File: config.mk
export PLATFORM = sky130hd
export DESIGN_NAME = cvseq_freeze_ctrl
export DESIGN_NICKNAME = d
export VERILOG_FILES = /design/src/rtl/cvseq_pkg.sv /design/src/rtl/cvseq_frz_decode.sv /design/src/rtl/cvseq_clk_gate.sv /design/src/rtl/cvseq_step_ctr.sv /design/src/rtl/cvseq_freeze_ctrl.sv
export SDC_FILE = /design/constraint.sdc
export NUM_CORES = 1
export LEC_CHECK = 0
export BUFFER_PORTS_ARGS = -buffer_cell sky130_fd_sc_hd__buf_2
export CAP_MARGIN = 25
export CORE_AREA = 10 10 47 49
export DETAILED_ROUTE_END_ITERATION = 8
export DIE_AREA = 0 0 57 59
export RECOVER_POWER = 100
export SLEW_MARGIN = 10
export SYNTH_ARGS = -nofsm -noshare
export SYNTH_HDL_FRONTEND = slang
export SYNTH_SLANG_ARGS = --single-unit
File: constraint.sdc
create_clock -name clk -period 1.3 [get_ports clk]
set_clock_uncertainty 0.15 [all_clocks]
set_input_delay 0.26 -clock clk [delete_from_list [all_inputs] [get_ports clk]]
set_output_delay 0.26 -clock clk [all_outputs]
set_load 0.005 [all_outputs]
File: src/rtl/cvseq_pkg.sv
package cvseq_pkg;

  typedef enum logic [1:0] {
    FRZ_IGNORE     = 2'b00,
    FRZ_RSVD       = 2'b01,
    FRZ_AFTER_CONV = 2'b10,
    FRZ_AT_ONCE    = 2'b11
  } frz_mode_e;

  // Whether a freeze request halts the sequencer this cycle.
  function automatic logic frz_applies(input frz_mode_e mode,
                                       input logic req,
                                       input logic busy);
    case (mode)
      FRZ_AT_ONCE:    return req;
      FRZ_AFTER_CONV: return req && !busy;
      default:        return 1'b0;
    endcase
  endfunction

  // Stop only takes hold on a step boundary.
  function automatic logic stop_applies(input logic stop,
                                        input logic mid_step);
    return stop && !mid_step;
  endfunction

  // Width helper that never yields zero.
  function automatic int unsigned idx_width(input int unsigned n);
    return (n > 1) ? $clog2(n) : 1;
  endfunction

endpackage

File: src/rtl/cvseq_frz_decode.sv
module cvseq_frz_decode
  import cvseq_pkg::*;
(
  input  logic [1:0] mode_i,
  input  logic       req_i,
  input  logic       busy_i,
  output logic       freeze_hit_o
);

  frz_mode_e mode;

  always_comb begin
    mode         = frz_mode_e'(mode_i);
    freeze_hit_o = frz_applies(mode, req_i, busy_i);
  end

endmodule

File: src/rtl/cvseq_clk_gate.sv
module cvseq_clk_gate
  import cvseq_pkg::*;
(
  input  logic freeze_hit_i,
  input  logic stop_i,
  input  logic mid_step_i,
  output logic clk_en_o,
  output logic frozen_o,
  output logic stopped_o
);

  logic stop_hit;

  always_comb begin
    stop_hit  = stop_applies(stop_i, mid_step_i);
    frozen_o  = freeze_hit_i;
    stopped_o = stop_hit;
    clk_en_o  = !(freeze_hit_i || stop_hit);
  end

endmodule

File: src/rtl/cvseq_step_ctr.sv
module cvseq_step_ctr
  import cvseq_pkg::*;
#(
  parameter  int unsigned NUM_STEPS   = 8,
  parameter  int unsigned STEP_CYCLES = 2,
  localparam int unsigned STEP_W      = idx_width(NUM_STEPS),
  localparam int unsigned TICK_W      = idx_width(STEP_CYCLES)
) (
  input  logic              clk,
  input  logic              rst_n,
  input  logic              en_i,
  input  logic              start_i,
  output logic              busy_o,
  output logic [STEP_W-1:0] step_o,
  output logic              mid_step_o,
  output logic              conv_done_o
);

  localparam logic [STEP_W-1:0] LAST_STEP = STEP_W'(NUM_STEPS - 1);

  logic              busy_q;
  logic [STEP_W-1:0] step_q;
  logic              tick_last;
  logic              step_last;

  assign step_last = (step_q == LAST_STEP);

  generate
    if (STEP_CYCLES > 1) begin : g_multi_tick
      localparam logic [TICK_W-1:0] LAST_TICK = TICK_W'(STEP_CYCLES - 1);
      logic [TICK_W-1:0] tick_q;

      always_ff @(posedge clk or negedge rst_n) begin
        if (!rst_n) begin
          tick_q <= '0;
        end else if (en_i && busy_q) begin
          tick_q <= (tick_q == LAST_TICK) ? '0 : tick_q + 1'b1;
        end
      end

      assign tick_last  = (tick_q == LAST_TICK);
      assign mid_step_o = busy_q && (tick_q != '0);
    end else begin : g_single_tick
      assign tick_last  = 1'b1;
      assign mid_step_o = 1'b0;
    end
  endgenerate

  always_ff @(posedge clk or negedge rst_n) begin
    if (!rst_n) begin
      busy_q <= 1'b0;
      step_q <= '0;
    end else if (en_i) begin
      if (!busy_q) begin
        if (start_i) begin
          busy_q <= 1'b1;
          step_q <= '0;
        end
      end else if (tick_last) begin
        if (step_last) begin
          busy_q <= 1'b0;
          step_q <= '0;
        end else begin
          step_q <= step_q + 1'b1;
        end
      end
    end
  end

  assign busy_o      = busy_q;
  assign step_o      = step_q;
  assign conv_done_o = en_i && busy_q && tick_last && step_last;

endmodule

File: src/rtl/cvseq_freeze_ctrl.sv
module cvseq_freeze_ctrl
  import cvseq_pkg::*;
#(
  parameter  int unsigned NUM_STEPS   = 8,
  parameter  int unsigned STEP_CYCLES = 2,
  localparam int unsigned STEP_W      = idx_width(NUM_STEPS)
) (
  input  logic              clk,
  input  logic              rst_n,
  input  logic [1:0]        frz_mode_i,
  input  logic              freeze_req_i,
  input  logic              stop_i,
  input  logic              start_i,
  output logic              busy_o,
  output logic [STEP_W-1:0] step_o,
  output logic              done_o,
  output logic              frozen_o,
  output logic              stopped_o,
  output logic              clk_en_o
);

  // Named internal events, also used by the bound checker.
  logic ev_freeze_hit;
  logic ev_mid_step;
  logic ev_conv_done;
  logic ev_clk_en;
  logic busy_w;

  cvseq_frz_decode i_decode (
    .mode_i       (frz_mode_i),
    .req_i        (freeze_req_i),
    .busy_i       (busy_w),
    .freeze_hit_o (ev_freeze_hit)
  );

  cvseq_clk_gate i_gate (
    .freeze_hit_i (ev_freeze_hit),
    .stop_i       (stop_i),
    .mid_step_i   (ev_mid_step),
    .clk_en_o     (ev_clk_en),
    .frozen_o     (frozen_o),
    .stopped_o    (stopped_o)
  );

  cvseq_step_ctr #(
    .NUM_STEPS   (NUM_STEPS),
    .STEP_CYCLES (STEP_CYCLES)
  ) i_steps (
    .clk         (clk),
    .rst_n       (rst_n),
    .en_i        (ev_clk_en),
    .start_i     (start_i),
    .busy_o      (busy_w),
    .step_o      (step_o),
    .mid_step_o  (ev_mid_step),
    .conv_done_o (ev_conv_done)
  );

  assign busy_o   = busy_w;
  assign done_o   = ev_conv_done;
  assign clk_en_o = ev_clk_en;

endmodule

==> run_summary.xml <==
<?xml version="1.0" encoding="UTF-8"?>
<metrics>
  <group name="placement">
    <metric name="pre_cts_ws" unit="ns">-0.1285</metric>
    <metric name="placed_area" unit="um2">480.5</metric>
    <metric name="globalplace.congestion" unit="">0.7052</metric>
    <metric name="hpwlAfterDp" unit="um">780.1</metric>
    <metric name="count_of_port_buffers_added_during_placement" unit="">14</metric>
  </group>
  <group name="logic_synthesis">
    <metric name="yosysUniqueCellTypes" unit="">16</metric>
    <metric name="yosysWarnings" unit="">0</metric>
    <metric name="synth_top_cell_area_share" unit="%">40.98</metric>
    <metric name="yosysSeqAreaShare" unit="%">40.98</metric>
    <metric name="synth_area" unit="um2">305.3</metric>
    <metric name="syn-num-nets" unit="">40</metric>
    <metric name="postSynthAreaPerCell" unit="um2">9.848</metric>
    <metric name="yosysTopAreaCell" unit="">dfrtp_1</metric>
    <metric name="ffs_latches_synth" unit="">5</metric>
    <metric name="netlist_instances" unit="">31</metric>
    <metric name="netlist_top_cells_area" unit="">dfrtp_1, ha_1, a32o_1</metric>
  </group>
  <group name="cells_and_area">
    <metric name="count_of_inserted_antenna_diode_cells" unit="">0</metric>
    <metric name="num-nets-final" unit="">76</metric>
    <metric name="fin_util" unit="%">45.18</metric>
    <metric name="finish.instance_area" unit="um2">633.1</metric>
    <metric name="synthToLayoutAreaGrowth" unit="%">107.4</metric>
    <metric name="mostFrequentLayoutCells" unit="">buf_4, buf_2, buf_6</metric>
    <metric name="drive_gt1_share" unit="%">69.70</metric>
    <metric name="mostFrequentLayoutCell" unit="">buf_4</metric>
  </group>
  <group name="sta">
    <metric name="worstMarginPinSlew" unit="ns">0.2961</metric>
    <metric name="achievable-frequency" unit="GHz">0.6218</metric>
    <metric name="layout_setup_ws" unit="ns">-0.3083</metric>
    <metric name="slew_headroom" unit="%">80.26</metric>
    <metric name="hold-worst-slack" unit="ns">0.1621</metric>
    <metric name="setup_repair_after_global_routing_missed_its_margin" unit="">yes</metric>
    <metric name="timing.final.crit_period" unit="ns">1.608</metric>
    <metric name="timing_max_transition_violations_final" unit="">0</metric>
    <metric name="finalSetupViolations" unit="">9</metric>
    <metric name="report.final.hold_viol_count" unit="">0</metric>
    <metric name="fin_crit_sh" unit="%">123.7</metric>
  </group>
  <group name="drt">
    <metric name="drt_first_iter_violations" unit="">2</metric>
    <metric name="detailed_routing_iteration_count_for_the_pre_antenna_repair_pass" unit="">3</metric>
    <metric name="detail_route.drc_violations" unit="">0</metric>
    <metric name="wl_per_cell" unit="um">13.88</metric>
    <metric name="ant_nets" unit="">0</metric>
    <metric name="routed_wirelength" unit="um">1138</metric>
    <metric name="via_per_inst" unit="">4.537</metric>
    <metric name="vias" unit="">372</metric>
  </group>
  <group name="status">
    <metric name="status" unit="">finished with violations</metric>
    <metric name="violations" unit="">negative setup slack</metric>
  </group>
  <group name="die">
    <metric name="fp.dieW" unit="um">57</metric>
    <metric name="core_area" unit="um2">1401</metric>
    <metric name="floorplan.initialDensity" unit="%">21.79</metric>
    <metric name="rows" unit="">14</metric>
    <metric name="die_area" unit="um2">3363</metric>
    <metric name="top_level_ports" unit="">15</metric>
    <metric name="die_y" unit="um">59</metric>
  </group>
  <group name="worst_setup_path">
    <metric name="worstReg2RegStart" unit="">i_steps.busy_o</metric>
    <metric name="cp-end-kind" unit="">output pin</metric>
    <metric name="worst-path-max-fanout" unit="">5</metric>
    <metric name="required" unit="ns">0.89</metric>
    <metric name="crit_arrival" unit="ns">1.20</metric>
    <metric name="critical_path.startpoint_type" unit="">register</metric>
    <metric name="cp-startpoint" unit="">i_steps.busy_o</metric>
    <metric name="timing.setup.critical_path_class" unit="">reg -&gt; out</metric>
  </group>
  <group name="cts">
    <metric name="numCtsBuffers" unit="">3</metric>
    <metric name="clock_insertion_delay_worst_skew" unit="ns">0.24</metric>
    <metric name="clkSlewWorstSetupHoldPaths" unit="ns">0.04</metric>
    <metric name="cts.path.max_buffers" unit="">2</metric>
    <metric name="cts.sink_count" unit="">5</metric>
    <metric name="cts_tree" unit="">done</metric>
    <metric name="ctsHtreeMaxLevel" unit="">1</metric>
    <metric name="ctsRootBufferMaster" unit="">clkbuf_4</metric>
  </group>
  <group name="grt">
    <metric name="first_global_vias" unit="">431</metric>
    <metric name="grt_max_degree" unit="">7</metric>
    <metric name="antenna_found_initial" unit="">0</metric>
    <metric name="globalRouteTotalUtil" unit="%">6.372</metric>
    <metric name="grt_overflow_total" unit="">0</metric>
    <metric name="grt_pass1_wl" unit="um">1676</metric>
  </group>
  <group name="worst_hold_path">
    <metric name="min_from" unit="">start_i</metric>
    <metric name="worstHoldPathType" unit="">in -&gt; reg</metric>
  </group>
  <group name="run">
    <metric name="cap_viol_max_count" unit="">0</metric>
  </group>
  <group name="power">
    <metric name="ir_drop" unit="V">0.0006723</metric>
    <metric name="leakagePower" unit="nW">0.3139</metric>
    <metric name="power_density" unit="nW/um2">1902</metric>
  </group>
</metrics>
[through the flow]
step	power, mW	TNS (ns)	cells
5_1_grt	1.306	-2.243	82
6_report	1.204	-1.735	82
2_1_floorplan	0.5393	-0.1629	31
3_5_place_dp	0.8216	-0.6491	71
3_3_place_gp	0.8153	-0.5569	71
4_1_cts	1.110	-1.694	81
[cells by family after synthesis]
family / count (synthesis) / share of synthesized area (%)
muxes: 1 / 3.688
and+or+nand+nor: 10 / 15.57
DFF: 5 / 40.98
buffers and inverters: 3 / 6.148
AOI/OAI and AO/OA: 10 / 25.41
adders and majority gates: 2 / 8.195
[worst max-delay path: stages (launching register included)]
cell      delay, ns
dfrtp_2        0.43
nand2b_1       0.11
buf_4          0.13
nand2_2        0.06
inv_2          0.08
nor2_2         0.03
buf_2          0.12
[path summary, 6_finish.rpt]
path	endpoint	slack, ns	depth (start not counted)
worst min register to register	i_steps.step_o[2]	0.44	1
worst max register to register	i_steps.step_o[2]	-0.19	6
worst min-delay path	i_steps.busy_o	0.16	3
worst max-delay path	clk_en_o	-0.31	6
max in group asynchronous	i_steps.g_multi_tick.tick_q	0.50	2
min in group asynchronous	i_steps.busy_o	0.26	2
[where the power goes]
part           switching [mW]  internal [mW]
sequential             0.0777          0.234
combinational           0.283          0.430
clock                  0.0634          0.116
total                   0.424          0.780
[final cells by class]
type	count	area [um2]
Tap cell	16	20.02
Fill cell	144	768.2
Multi-Input combinational cell	23	227.7
Clock buffer	4	26.28
Sequential cell	5	127.6
Timing Repair Buffer	32	224.0
Inverter	2	7.507
[synth_stat cells]
cell and count:
a2111oi_0 1, a21boi_1 1, a21o_1 1, a21oi_1 3
a221o_1 1, a32o_1 2, and2_1 2, buf_6 1
dfrtp_1 5, ha_1 2, inv_1 2, mux2_1 1
nand2_1 4, nand2b_1 2, nor2_1 2, o32ai_1 1
[routing by layer]
metal / part of all wire, % / GRT usage [%] / vias up / wire (um)
met5: 0 / 0 / - / 0
met2: 54 / 12.71 / 13 / 618
met4: 1.5 / 4.027 / 0 / 17
met3: 9.4 / 3.433 / 2 / 107
met1: 35 / 4.431 / 173 / 395
li1: - / - / 184 / -
[registers in the layout, indices dropped and copies added, names as in the netlist]
register,flops
i_steps.g_multi_tick.tick_q,1
i_steps.step_o,3
i_steps.busy_o,1
[repair_timing]
item	4_1_cts	5_1_grt
resized for setup	7	11
setup buffers	6	1
hold endpoints to repair	5	0
pin swaps	6	2
setup endpoints to repair	7	12
hold buffers	1	0
No activity file was read; power rests on OpenSTA's default activity.
